--- src/rtl/pwr_pkg.sv ---
package pwr_pkg;
  localparam logic [1:0] ADR_PWR  = 2'd0;
  localparam logic [1:0] ADR_CFG  = 2'd1;
  localparam logic [1:0] ADR_STAT = 2'd2;

  // location 0 bit positions
  localparam int B_GLOB  = 0;
  localparam int B_LATCH = 1;
  localparam int B_ADC   = 2;
  localparam int B_PORT  = 3;
  localparam int B_PLL   = 4;
  localparam int B_SPDIF = 5;
  // location 1 bit positions
  localparam int B_AEN   = 0;
  localparam int B_DEN   = 1;
  localparam int B_PORT1 = 2;
  localparam int B_OVR   = 3;
  localparam int B_CLAMP = 4;
  // status bit positions
  localparam int B_DONE  = 0;
  localparam int B_ERR   = 1;

  typedef struct packed {
    logic glob_off;
    logic latch_hold;
    logic adc_off;
    logic port_off;
    logic pll_run;
    logic spdif_off;
    logic clamp;
    logic override;
    logic port1_off;
    logic dac_en;
    logic adc_en;
    logic err;
  } pwr_ctl_t;

  localparam pwr_ctl_t CTL_RST = '{glob_off: 1'b1, latch_hold: 1'b0, adc_off: 1'b1,
                                   port_off: 1'b1, pll_run: 1'b0, spdif_off: 1'b1,
                                   clamp: 1'b0, override: 1'b0, port1_off: 1'b1,
                                   dac_en: 1'b0, adc_en: 1'b0, err: 1'b0};
endpackage

--- src/rtl/pwr_regs.sv ---
module pwr_regs
  import pwr_pkg::*;
(
  input  logic       clk,
  input  logic       rst_n,
  input  logic       we_i,
  input  logic [1:0] addr_i,
  input  logic [7:0] wdata_i,
  input  logic       done_i,
  input  logic       disch_end_i,
  output pwr_ctl_t   ctl_o,
  output logic [7:0] rdata_o
);
  pwr_ctl_t ctl_q, ctl_d;
  logic     upd;
  logic     unused_wr_hi;

  assign unused_wr_hi = ^wdata_i[7:6];
  assign upd = we_i | disch_end_i;

  always_comb begin
    ctl_d = ctl_q;
    if (disch_end_i) ctl_d.clamp = 1'b0;
    if (we_i) begin
      case (addr_i)
        ADR_PWR: begin
          ctl_d.latch_hold = wdata_i[B_LATCH];
          ctl_d.adc_off    = wdata_i[B_ADC];
          ctl_d.port_off   = wdata_i[B_PORT];
          ctl_d.pll_run    = wdata_i[B_PLL];
          ctl_d.spdif_off  = wdata_i[B_SPDIF];
          if (wdata_i[B_GLOB] && !ctl_q.glob_off && !ctl_q.latch_hold)
            ctl_d.err = 1'b1;
          else
            ctl_d.glob_off = wdata_i[B_GLOB];
          if (!ctl_d.glob_off) ctl_d.clamp = 1'b0;
        end
        ADR_CFG: begin
          ctl_d.clamp     = wdata_i[B_CLAMP] & ctl_q.glob_off;
          ctl_d.override  = wdata_i[B_OVR];
          ctl_d.port1_off = wdata_i[B_PORT1];
          ctl_d.dac_en    = wdata_i[B_DEN];
          ctl_d.adc_en    = wdata_i[B_AEN];
        end
        ADR_STAT: begin
          if (wdata_i[B_ERR]) ctl_d.err = 1'b0;
        end
        default: ;
      endcase
    end
  end

  always_ff @(posedge clk or negedge rst_n) begin
    if (!rst_n)   ctl_q <= CTL_RST;
    else if (upd) ctl_q <= ctl_d;
  end

  always_comb begin
    rdata_o = 8'h00;
    case (addr_i)
      ADR_PWR: begin
        rdata_o[B_GLOB]  = ctl_q.glob_off;
        rdata_o[B_LATCH] = ctl_q.latch_hold;
        rdata_o[B_ADC]   = ctl_q.adc_off;
        rdata_o[B_PORT]  = ctl_q.port_off;
        rdata_o[B_PLL]   = ctl_q.pll_run;
        rdata_o[B_SPDIF] = ctl_q.spdif_off;
      end
      ADR_CFG: begin
        rdata_o[B_CLAMP] = ctl_q.clamp;
        rdata_o[B_OVR]   = ctl_q.override;
        rdata_o[B_PORT1] = ctl_q.port1_off;
        rdata_o[B_DEN]   = ctl_q.dac_en;
        rdata_o[B_AEN]   = ctl_q.adc_en;
      end
      ADR_STAT: begin
        rdata_o[B_DONE] = done_i;
        rdata_o[B_ERR]  = ctl_q.err;
        rdata_o[2]      = ctl_q.clamp;
      end
      default: ;
    endcase
  end

  assign ctl_o = ctl_q;
endmodule

--- src/rtl/pwr_seq.sv ---
module pwr_seq #(
  parameter int unsigned DONE_CYC = 16,
  parameter int unsigned DIS_CYC  = 1000
) (
  input  logic clk,
  input  logic rst_n,
  input  logic glob_off_i,
  input  logic clamp_i,
  output logic done_o,
  output logic disch_end_o
);
  localparam int DW = $clog2(DONE_CYC + 1);
  localparam int TW = $clog2(DIS_CYC + 1);
  localparam logic [DW-1:0] DONE_LAST = DW'(DONE_CYC);
  localparam logic [TW-1:0] DIS_LAST  = TW'(DIS_CYC - 1);

  logic [DW-1:0] dcnt_q, dcnt_d;
  logic          dcnt_en;
  logic [TW-1:0] tmr_q, tmr_d;
  logic          tmr_en;

  always_comb begin
    dcnt_en = 1'b1;
    if (!glob_off_i)              dcnt_d = '0;
    else if (dcnt_q != DONE_LAST) dcnt_d = dcnt_q + 1'b1;
    else begin
      dcnt_d  = dcnt_q;
      dcnt_en = 1'b0;
    end
  end

  always_comb begin
    tmr_en      = clamp_i | (tmr_q != '0);
    disch_end_o = clamp_i && (tmr_q == DIS_LAST);
    if (!clamp_i || disch_end_o) tmr_d = '0;
    else                         tmr_d = tmr_q + 1'b1;
  end

  always_ff @(posedge clk or negedge rst_n) begin
    if (!rst_n)       dcnt_q <= '0;
    else if (dcnt_en) dcnt_q <= dcnt_d;
  end

  always_ff @(posedge clk or negedge rst_n) begin
    if (!rst_n)      tmr_q <= '0;
    else if (tmr_en) tmr_q <= tmr_d;
  end

  assign done_o = glob_off_i && (dcnt_q == DONE_LAST);
endmodule

--- src/rtl/pwr_src_sel.sv ---
module pwr_src_sel (
  input  logic glob_off_i,
  input  logic override_i,
  input  logic en_i,
  input  logic bypass_i,
  input  logic if_sel_i,
  input  logic port_en_i,
  output logic on_o
);
  always_comb begin
    if (glob_off_i)      on_o = 1'b0;
    else if (override_i) on_o = en_i;
    else if (bypass_i)   on_o = 1'b0;
    else if (if_sel_i)   on_o = 1'b1;
    else                 on_o = port_en_i;
  end
endmodule

--- src/rtl/codec_pwr_ctl.sv ---
module codec_pwr_ctl
  import pwr_pkg::*;
#(
  parameter int unsigned CLK_HZ       = 12_288_000,
  parameter int unsigned DISCHARGE_US = 46_000,
  parameter int unsigned DONE_CYC     = 16
) (
  input  logic       clk,
  input  logic       rst_n,
  input  logic       we_i,
  input  logic [1:0] addr_i,
  input  logic [7:0] wdata_i,
  output logic [7:0] rdata_o,
  input  logic       bypass_dac_i,
  input  logic       bypass_adc_i,
  input  logic       if_sel_i,
  input  logic       sdin0_en_i,
  input  logic       sdout_en_i,
  output logic       adc_on_o,
  output logic       port_on_o,
  output logic       port1_on_o,
  output logic       dac_src_on_o,
  output logic       adc_src_on_o,
  output logic       pll_run_o,
  output logic       spdif_tx_off_o,
  output logic       clamp_o,
  output logic       done_o
);
  localparam int unsigned DIS_CYC = (CLK_HZ / 1000) * DISCHARGE_US / 1000;
  localparam int NSRC = 2;  // index 0: ADC converter, 1: DAC converter

  pwr_ctl_t  ctl;
  logic      glob_off, latch_hold, err_flag, disch_end;
  logic [NSRC-1:0] src_en, src_byp, src_port, src_on;

  pwr_regs u_regs (
    .clk(clk), .rst_n(rst_n), .we_i(we_i), .addr_i(addr_i), .wdata_i(wdata_i),
    .done_i(done_o), .disch_end_i(disch_end), .ctl_o(ctl), .rdata_o(rdata_o)
  );

  pwr_seq #(.DONE_CYC(DONE_CYC), .DIS_CYC(DIS_CYC)) u_seq (
    .clk(clk), .rst_n(rst_n), .glob_off_i(glob_off), .clamp_i(ctl.clamp),
    .done_o(done_o), .disch_end_o(disch_end)
  );

  assign glob_off   = ctl.glob_off;
  assign latch_hold = ctl.latch_hold;
  assign err_flag   = ctl.err;

  assign src_en   = {ctl.dac_en, ctl.adc_en};
  assign src_byp  = {bypass_dac_i, bypass_adc_i};
  assign src_port = {sdin0_en_i, sdout_en_i};

  for (genvar g = 0; g < NSRC; g++) begin : g_src
    pwr_src_sel u_sel (
      .glob_off_i(glob_off), .override_i(ctl.override), .en_i(src_en[g]),
      .bypass_i(src_byp[g]), .if_sel_i(if_sel_i), .port_en_i(src_port[g]),
      .on_o(src_on[g])
    );
  end

  assign adc_src_on_o   = src_on[0];
  assign dac_src_on_o   = src_on[1];
  assign adc_on_o       = !glob_off && !ctl.adc_off;
  assign port_on_o      = !glob_off && !ctl.port_off;
  assign port1_on_o     = port_on_o && !ctl.port1_off;
  assign pll_run_o      = ctl.pll_run;
  assign spdif_tx_off_o = ctl.spdif_off;
  assign clamp_o        = ctl.clamp && glob_off;
endmodule

--- config.mk ---
export PLATFORM = sky130hd
export DESIGN_NAME = codec_pwr_ctl
export DESIGN_NICKNAME = d
export VERILOG_FILES = /design/src/rtl/pwr_pkg.sv /design/src/rtl/pwr_regs.sv /design/src/rtl/pwr_seq.sv /design/src/rtl/pwr_src_sel.sv /design/src/rtl/codec_pwr_ctl.sv
export SDC_FILE = /design/constraint.sdc
export NUM_CORES = 1
export LEC_CHECK = 0
export CAP_MARGIN = 0
export CORE_ASPECT_RATIO = 0.9
export CORE_MARGIN = 2
export CORE_UTILIZATION = 40
export CTS_CLUSTER_SIZE = 12
export DETAILED_ROUTE_END_ITERATION = 12
export PLACE_DENSITY = 0.77
export SLEW_MARGIN = 20
export SYNTH_ARGS = -nofsm -noshare
export SYNTH_HDL_FRONTEND = slang
export SYNTH_SLANG_ARGS = --single-unit
--- constraint.sdc ---
create_clock -name clk -period 1.7 [get_ports clk]
set_clock_uncertainty 0.15 [all_clocks]
set_input_delay 0.255 -clock clk [delete_from_list [all_inputs] [get_ports clk]]
set_output_delay 0.255 -clock clk [all_outputs]
set_load 0.1 [all_outputs]
Yosys cells after proc, flatten, opt, wreduce, memory -nomap -nowiden
Cells that the tools add are included.

Memory bits (writable): 0. Output and inout bits: 17. Bits in registers: 37. Memory bits (read-only): 0. Input bits: 18. Memories kept: 0. Latch bits: 0.

Mux-type cells: 27. Divide/modulo/power cells: 0. Bitwise operators: 3. Equality and inequality tests: 8. Reduce and logical (&&, ||, !) cells: 22. Order comparisons: 0. Multiply operators: 0. Add/sub/neg operators: 2. Shift-type cells: 0.

Operators with widths (count): $add A20 B1 Y20 const B (1); $eq A20 B20 Y1 const B (1); $mux W20 (1); $reduce_bool A20 Y1 (1); $mux W1 (18); $mux W5 (2); $pmux W3 S3 (1); $logic_and A1 B1 Y1 (8); $logic_not A1 Y1 (6); $mux W6 (1); $reduce_and A3 Y1 (2); $add A5 B1 Y5 const B (1); $eq A5 B5 Y1 const B (1); $ne A5 B5 Y1 const B (1); $reduce_and A5 Y1 (1); $mux W4 (1); $ne A2 B1 Y1 const B (2); $pmux W1 S2 (2); $pmux W2 S2 (1); $eq A2 B1 Y1 const B (1); $eq A2 B2 Y1 const B (1); $logic_not A2 Y1 (1); $ne A2 B2 Y1 const B (1); $or A1 B1 Y1 (2); 4 further kinds (4).

Longest topological paths before layout
Gate-level depths: netlist (run 1).

Depth in word-level cells: 9. Gate-level depth with buffers: 7.

Modules after synthesis
Synthesis (run 1) repeated with hierarchy kept, for this count alone.

Cells, all modules: 211. Area total of the unflattened synthesis: 2072.0 um^2.

Modules (own cells, without submodules): pwr_seq (area each 1362.6 um^2, cells each 143, times used 1); pwr_regs (area each 643.1 um^2, cells each 56, times used 1); pwr_src_sel (area each 21.3 um^2, cells each 4, times used 2); codec_pwr_ctl (area each 23.8 um^2, cells each 4, times used 1).

Least setup slack after synthesis (run 1)
Ideal clock, no wire load.

Path type: input to output. Start point: input port addr_i[1]. End point: output port rdata_o[1]. Data required time: 1.295 ns. Arrival: 2.720 ns. Cell stages on the path: 3. Slack: -1.425 ns. Path buffers: 1. Path through: clkbuf_1 > mux2i_1 > o21ai_0.

Word-level cells in the longest chain between the ends: 2. Elaborated cells on any way between the ends: 4.

Ends and longest elaborated chain: start: declaration (line codec_pwr_ctl.sv:11) `input logic [1:0] addr_i,`; $eq A2 B2 Y1, or another cell as far along (line pwr_regs.sv:60) `case (addr_i)`; $pmux W3 S3 * (line pwr_regs.sv:60); end: declaration (line codec_pwr_ctl.sv:13) `output logic [7:0] rdata_o,`.

Every way passes the cells marked *; elsewhere a longest branch is shown, timed or not.

Final worst setup path (run 1)
Start point: register u_seq.dcnt_q[0]. End point: output port rdata_o[0].

Word-level cells in the longest chain between the ends: 3.

Ends and longest elaborated chain: start: declaration (line pwr_seq.sv:17) `logic [DW-1:0] dcnt_q, dcnt_d;`; start signal: assignment (line pwr_seq.sv:41) `else if (dcnt_en) dcnt_q <= dcnt_d;`; $eq A5 B5 Y1 (line pwr_seq.sv:49) `assign done_o = glob_off_i && (dcnt_q == DONE_LAST);`; $logic_and A1 B1 Y1 (line pwr_seq.sv:49); $pmux W3 S3 (line pwr_regs.sv:60).

Every way passes these cells.

==> impl_metrics.py, run 1 <==
metrics = {
    "sta": {
        "grt_setup_unrepaired": "yes",
        "fmax_ghz": 0.473,
        "hold_viol": 0,
        "whs_ns": 0.296,
        "fin_crit_ns": 2.11,
        "min_period_over_period_pct": 124,
        "fin_ws_ns": -0.413,
        "report.final.slew_viol_count": 0,
        "finalSetupViolCount": 32,
    },
    "floorplan": {
        "num_rows": 24,
        "die_y_um": 72.6,
        "dieWidth_um": 80.2,
        "die_area_sq_mm": 0.00583,
        "core_sq_mm": 0.00495,
        "initial_core_util_pct": 42.2,
        "ios": 35,
    },
    "status": {
        "outcome": "finished, violations left",
        "violations": "setup timing",
    },
    "power_and_ir_drop": {
        "p_leak_nw": 1.65,
        "power_density_mw_per_mm2": 1170,
        "power_mw": 4.43,
        "irDropWorstVdd_mv": 1.09,
    },
    "synth": {
        "netlist_area_sq_mm": 0.00209,
        "synthArstFlopShare_pct": 100,
        "ys_dominant_reg_cell": "dfrtp_1",
        "synth_top_area_share_pct": 38.3,
        "synth_cells": 214,
        "yosysSeqAreaShare_pct": 44.6,
        "ys_ff_latch": 37,
        "synth_edf_count": 0,
        "synth_cell_type_count": 42,
        "synth_top_cell_by_area": "dfrtp_1",
        "synth_area_leaders": "dfrtp_1, dfstp_2, mux2_2",
        "syn_area_per_cell_sq_um": 9.78,
        "yosysWarnings": 0,
    },
    "critical_path": {
        "worstSetupPathType": "reg -> out",
        "cp-start-kind": "flop",
        "cp.required_ns": 1.29,
        "cp-end-kind": "primary output",
        "worstPathMaxFanout": 2,
        "critPathArrivalTime_ns": 1.71,
    },
    "final_layout": {
        "final_area_sq_mm": 0.00378,
        "fin_nets": 336,
        "final_common_cell": "buf_4",
        "nFillCells": 274,
        "drive_gt1_share_pct": 55.9,
        "register_area_sq_um": 941,
        "most-common-layout-cells": "buf_4, dfrtp_1, buf_12, nand2_1",
        "fin_util_pct": 76.3,
        "n_antenna_cell": 0,
        "syn_to_final_growth_pct": 80.8,
        "multi_input_area_sq_mm": 0.00141,
    },
    "placed_design": {
        "io_buffers": 30,
        "gp_congestion": 0.802,
        "dp_hpwl_mm": 3.88,
        "postPlaceCellArea_sq_mm": 0.00305,
    },
    "routing": {
        "wl_per_cell_um": 21.8,
        "antenna_left": 0,
        "first_pass_iters": 5,
        "vias_per_cell": 5.83,
        "drt_wl_total_mm": 8.30,
        "vias": 2215,
        "drc": 0,
        "drt_iter0_markers": 279,
    },
    "clock_network": {
        "cts_tree": "done",
        "root_buffer": "clkbuf_8",
        "cts_buffer_depth": 2,
        "clock_latency_ns": 0.30,
        "clkSlewWorstSetupHoldPaths_ns": 0.08,
        "htreeDepth": 2,
        "numCtsBuffers": 5,
        "clock-sinks": 37,
    },
    "grt": {
        "grt_remaining_overflow": 0,
        "grt_pass1_vias": 2242,
        "antenna_found_initial": 0,
        "grt_max_degree": 20,
        "grt_pass1_wl_mm": 11.8,
        "grt.total_usage_pct": 27.0,
    },
    "job": {
        "cap_violations": 0,
    },
    "worst_hold_path": {
        "hp-class": "in -> async",
    },
}
## area by class of cell
cell class,count,area share [%]
Clock buffer,7,2.28
Inverter,10,0.992
Timing Repair Buffer,106,31.6
Sequential cell,37,24.9
Clock inverter,1,0.794
Tap cell,65,2.15
Multi-Input combinational cell,154,37.3
## path summary, 6_finish.rpt
kind	end	depth (start not counted)	startpoint	slack, ns
worst max-delay path	rdata_o[0]	6	u_seq.dcnt_q[0]	-0.41
worst min-delay path	u_seq.tmr_q[1]	2	rst_n	0.30
worst max register to register	u_seq.tmr_q[14]	5	u_seq.tmr_q[15]	-0.26
worst min register to register	u_regs.ctl_o[10]	1	u_regs.ctl_o[10]	0.47
max in group asynchronous	u_regs.ctl_o[11]	3	rst_n	0.56
min in group clk	u_regs.ctl_o[0]	2	addr_i[1]	0.37
## where the power goes
| part | switching (mW) | internal, mW | total (mW) |
|---|---|---|---|
| Sequential | 0.137 | 1.00 | 1.14 |
| Combinational | 1.32 | 1.16 | 2.48 |
| Clock | 0.333 | 0.479 | 0.812 |
## timing repair
item                                    CTS  global route
buffers inserted                         20             5
gates resized for setup                  55            25
endpoints found under the setup margin   34            36
hold endpoints to repair                 14             0
hold buffers                              1             0
cloned                                    5             0
pin swaps                                26            21
## state kept, by name (all words and copies together), names as in the netlist
signal        cells
u_seq.dcnt_q      5
u_seq.tmr_q      20
u_regs.ctl_o     12
## logic make-up after synthesis
| group | Yosys count | share of synthesized area, % |
|---|---|---|
| DFF | 37 | 44.6 |
| other | 1 | 0.179 |
| muxes | 15 | 7.72 |
| xor gates and xnor gates | 16 | 6.70 |
| buffers and inverters | 24 | 5.80 |
| adders and majority gates | 4 | 2.39 |
| AOI/OAI and AO/OA | 36 | 11.2 |
| and+or+nand+nor | 81 | 21.4 |
## cells in the mapped netlist (3+ instances only)
cell type	number
inv_1	10
o21ai_0	8
mux2i_1	6
nor2_1	14
xor2_1	10
buf_4	3
mux2_2	9
and2_1	7
dfrtp_1	32
a22oi_1	6
nor3_1	5
nor4_1	4
buf_2	3
clkbuf_1	5
nand3_1	8
dfstp_2	5
xnor2_1	6
nand4_1	8
a21oi_1	15
nand2_1	14
and4_1	3
ha_1	4
or3_1	6
## stage by stage
stage          setup TNS (ns)  instances  worst slack, ns
6_report                -5.47        380           -0.413
3_5_place_dp            -5.86        343           -0.265
4_1_cts                 -2.60        376           -0.376
3_3_place_gp            -4.91        343           -0.238
5_1_grt                 -6.40        380           -0.468
2_1_floorplan          -0.203        215           -0.132
## per-layer routing
layer	global-route usage (%)	wire [um]
met4	9.23	294
met2	48.0	4280
met5	0	0
met1	32.8	3260
met3	5.45	465
## critical path: stages (launching register included)
cell and delay, ns:
dfrtp_1 0.39, inv_1 0.08, ha_2 0.16, nor4bb_4 0.22, nand2b_4 0.18, a32o_4 0.20, buf_12 0.17
(Power assumes the default switching activity.)
==> run 2, diff against run 1 <==
--- a/config.mk
+++ b/config.mk
@@ -11,7 +11,7 @@
 export CORE_UTILIZATION = 40
 export CTS_CLUSTER_SIZE = 12
 export DETAILED_ROUTE_END_ITERATION = 12
-export PLACE_DENSITY = 0.77
+export PLACE_DENSITY = 0.75
 export SLEW_MARGIN = 20
 export SYNTH_ARGS = -nofsm -noshare
 export SYNTH_HDL_FRONTEND = slang
==> constraint.sdc (replaced) <==
create_clock -name clk -period 2.4 [get_ports clk]
set_clock_uncertainty 0.15 [all_clocks]
set_input_delay 0.36 -clock clk [delete_from_list [all_inputs] [get_ports clk]]
set_output_delay 0.36 -clock clk [all_outputs]
set_load 0.1 [all_outputs]
==> impl_metrics.py, run 2 (synthesis results as in run 1) <==
metrics = {
    "status": {
        "outcome": "finished, violations left",
        "violations": "hold timing",
    },
    "placed_design": {
        "io_buffers": 30,
        "gp_congestion": 0.811,
        "dp_hpwl_mm": 3.13,
        "place_ws_ns": 0.179,
    },
    "routing": {
        "drt_iter0_markers": 100,
        "vias_per_cell": 5.27,
        "drt_wl_total_mm": 4.41,
        "drc": 0,
        "vias": 1628,
        "antenna_left": 0,
        "wl_per_cell_um": 14.3,
        "first_pass_iters": 4,
    },
    "floorplan": {
        "dieWidth_um": 80.2,
        "die_area_sq_mm": 0.00583,
        "ios": 35,
        "core_sq_mm": 0.00495,
        "num_rows": 24,
        "initial_core_util_pct": 42.2,
        "die_y_um": 72.6,
    },
    "sta": {
        "relSlewSlack_pct": 47.4,
        "report.final.slew_viol_count": 0,
        "hold_viol": 10,
        "tightest_slew_ns": 0.788,
        "fmax_ghz": 0.443,
        "grt_setup_unrepaired": "no",
        "min_period_over_period_pct": 94.1,
        "whs_ns": -0.0114,
        "tns_ns": 0,
        "fin_crit_ns": 2.26,
        "finalSetupViolCount": 0,
        "fin_ws_ns": 0.142,
    },
    "grt": {
        "grt_max_degree": 38,
        "grt_pass1_wl_mm": 7.51,
        "met3_usage_pct": 3.34,
        "grt.total_usage_pct": 17.0,
        "use_met2_pct": 26.8,
        "grt_remaining_overflow": 0,
        "antenna_found_initial": 0,
        "globalRouteMet1Util_pct": 23.1,
        "grt.busiest_layer": "met2",
        "grt_pass1_vias": 1565,
    },
    "critical_path": {
        "worstPathMaxFanout": 8,
        "cp-start-kind": "input port",
        "crit_path_cell_trace": "clkdlybuf4s50_1 > nor2_1 > nand2_1 > o21ai_1 > buf_12",
        "crit_slowest_cell": "clkdlybuf4s50_1",
        "critical_path_buf_inv_count": 2,
        "cpPeakStageDelay_ns": 0.61,
        "critPathArrivalTime_ns": 1.75,
        "cp.required_ns": 1.89,
        "worstSetupPathType": "in -> out",
        "crit_family": "buffers and inverters",
        "cp-end-kind": "primary output",
    },
    "power_and_ir_drop": {
        "irDropWorstVdd_mv": 0.508,
        "power_density_mw_per_mm2": 785,
        "p_leak_nw": 1.15,
    },
    "clock_network": {
        "cts_buffer_depth": 2,
        "clock-sinks": 37,
        "root_buffer": "clkbuf_8",
        "clkSlewWorstSetupHoldPaths_ns": 0.08,
        "numCtsBuffers": 5,
        "clock_latency_ns": 0.30,
        "cts_tree": "done",
        "htreeDepth": 2,
    },
    "final_layout": {
        "drive_gt1_share_pct": 22.5,
        "most-common-layout-cells": "dfrtp_1, a21oi_1, nand2_1, clkdlybuf4s50_1, nor2_1",
        "n_antenna_cell": 0,
        "fin_nets": 265,
        "largest_register": "u_seq.tmr_q",
        "final_common_cell": "dfrtp_1",
        "syn_to_final_growth_pct": 25.1,
        "largest_reg_flops": 20,
    },
    "worst_hold_path": {
        "hp-class": "in -> async",
    },
    "job": {
        "cap_violations": 0,
    },
}
run 2: cell types whose count changed in the layout (fill, tap and decap cells not counted), sizes merged:
| cell | change |
|---|---|
| buf | -70 |
| bufinv | -1 |
| clkbuf | -2 |
| clkdlybuf4s50 | +4 |
| clkinv | +2 |
| dlygate4sd2 | -1 |
| dlygate4sd3 | -1 |
| dlymetal6s2s | -2 |
run 2: metrics by stage:
stage	cells	hold slack, ns	instance area (sq um)	power (mW)	util [%]
2_1_floorplan	215	-0.0856	2110	1.40	-
5_1_grt	309	0.0684	2620	2.16	52.8
3_5_place_dp	301	0.352	2530	1.64	51.0
3_3_place_gp	301	0.350	2530	1.63	51.0
6_report	309	-0.0114	2620	2.05	52.8
4_1_cts	309	0.0272	2610	2.07	52.7
run 2: repair_timing:
action	4_1_cts	5_1_grt
buffers inserted	0	0
hold buffers	0	0
endpoints found under the setup margin	0	1
resized for setup	0	1
run 2: area by class of cell:
cell class	count	area, sq um
clock inverter	2	10.0
multi-input combinational	154	1060
clock buffer	6	72.6
sequential	37	932
tap	65	81.3
timing repair buffer	35	420
inverter	10	37.5
fill	451	2340
run 2: path summary, 6_finish.rpt:
path                                 start  cells past startpoint              end  slack (ns)
max                              addr_i[1]                      5       rdata_o[1]        0.14
min                                  rst_n                      1  u_seq.tmr_q[14]       -0.01
max reg2reg                 u_seq.tmr_q[5]                      4   u_seq.tmr_q[2]        0.25
min reg2reg                u_regs.ctl_o[0]                      2  u_regs.ctl_o[0]        0.38
max in group asynchronous            rst_n                      1   u_seq.tmr_q[2]        1.60
min in group clk           u_regs.ctl_o[0]                      2  u_regs.ctl_o[0]        0.38
run 2: where the power goes:
group / switching (mW) / internal (mW) / total, mW / leakage (nW)
Sequential: 0.0978 / 0.706 / 0.804 / 0.481
Combinational: 0.562 / 0.263 / 0.825 / 0.621
Clock: 0.224 / 0.201 / 0.425 / 0.0450
run 2: layer usage:
layer  up-vias  wire, um
met3         9       151
li1        808         -
met1       770      2100
met2        41      2070
met4         0        90
met5         -         0
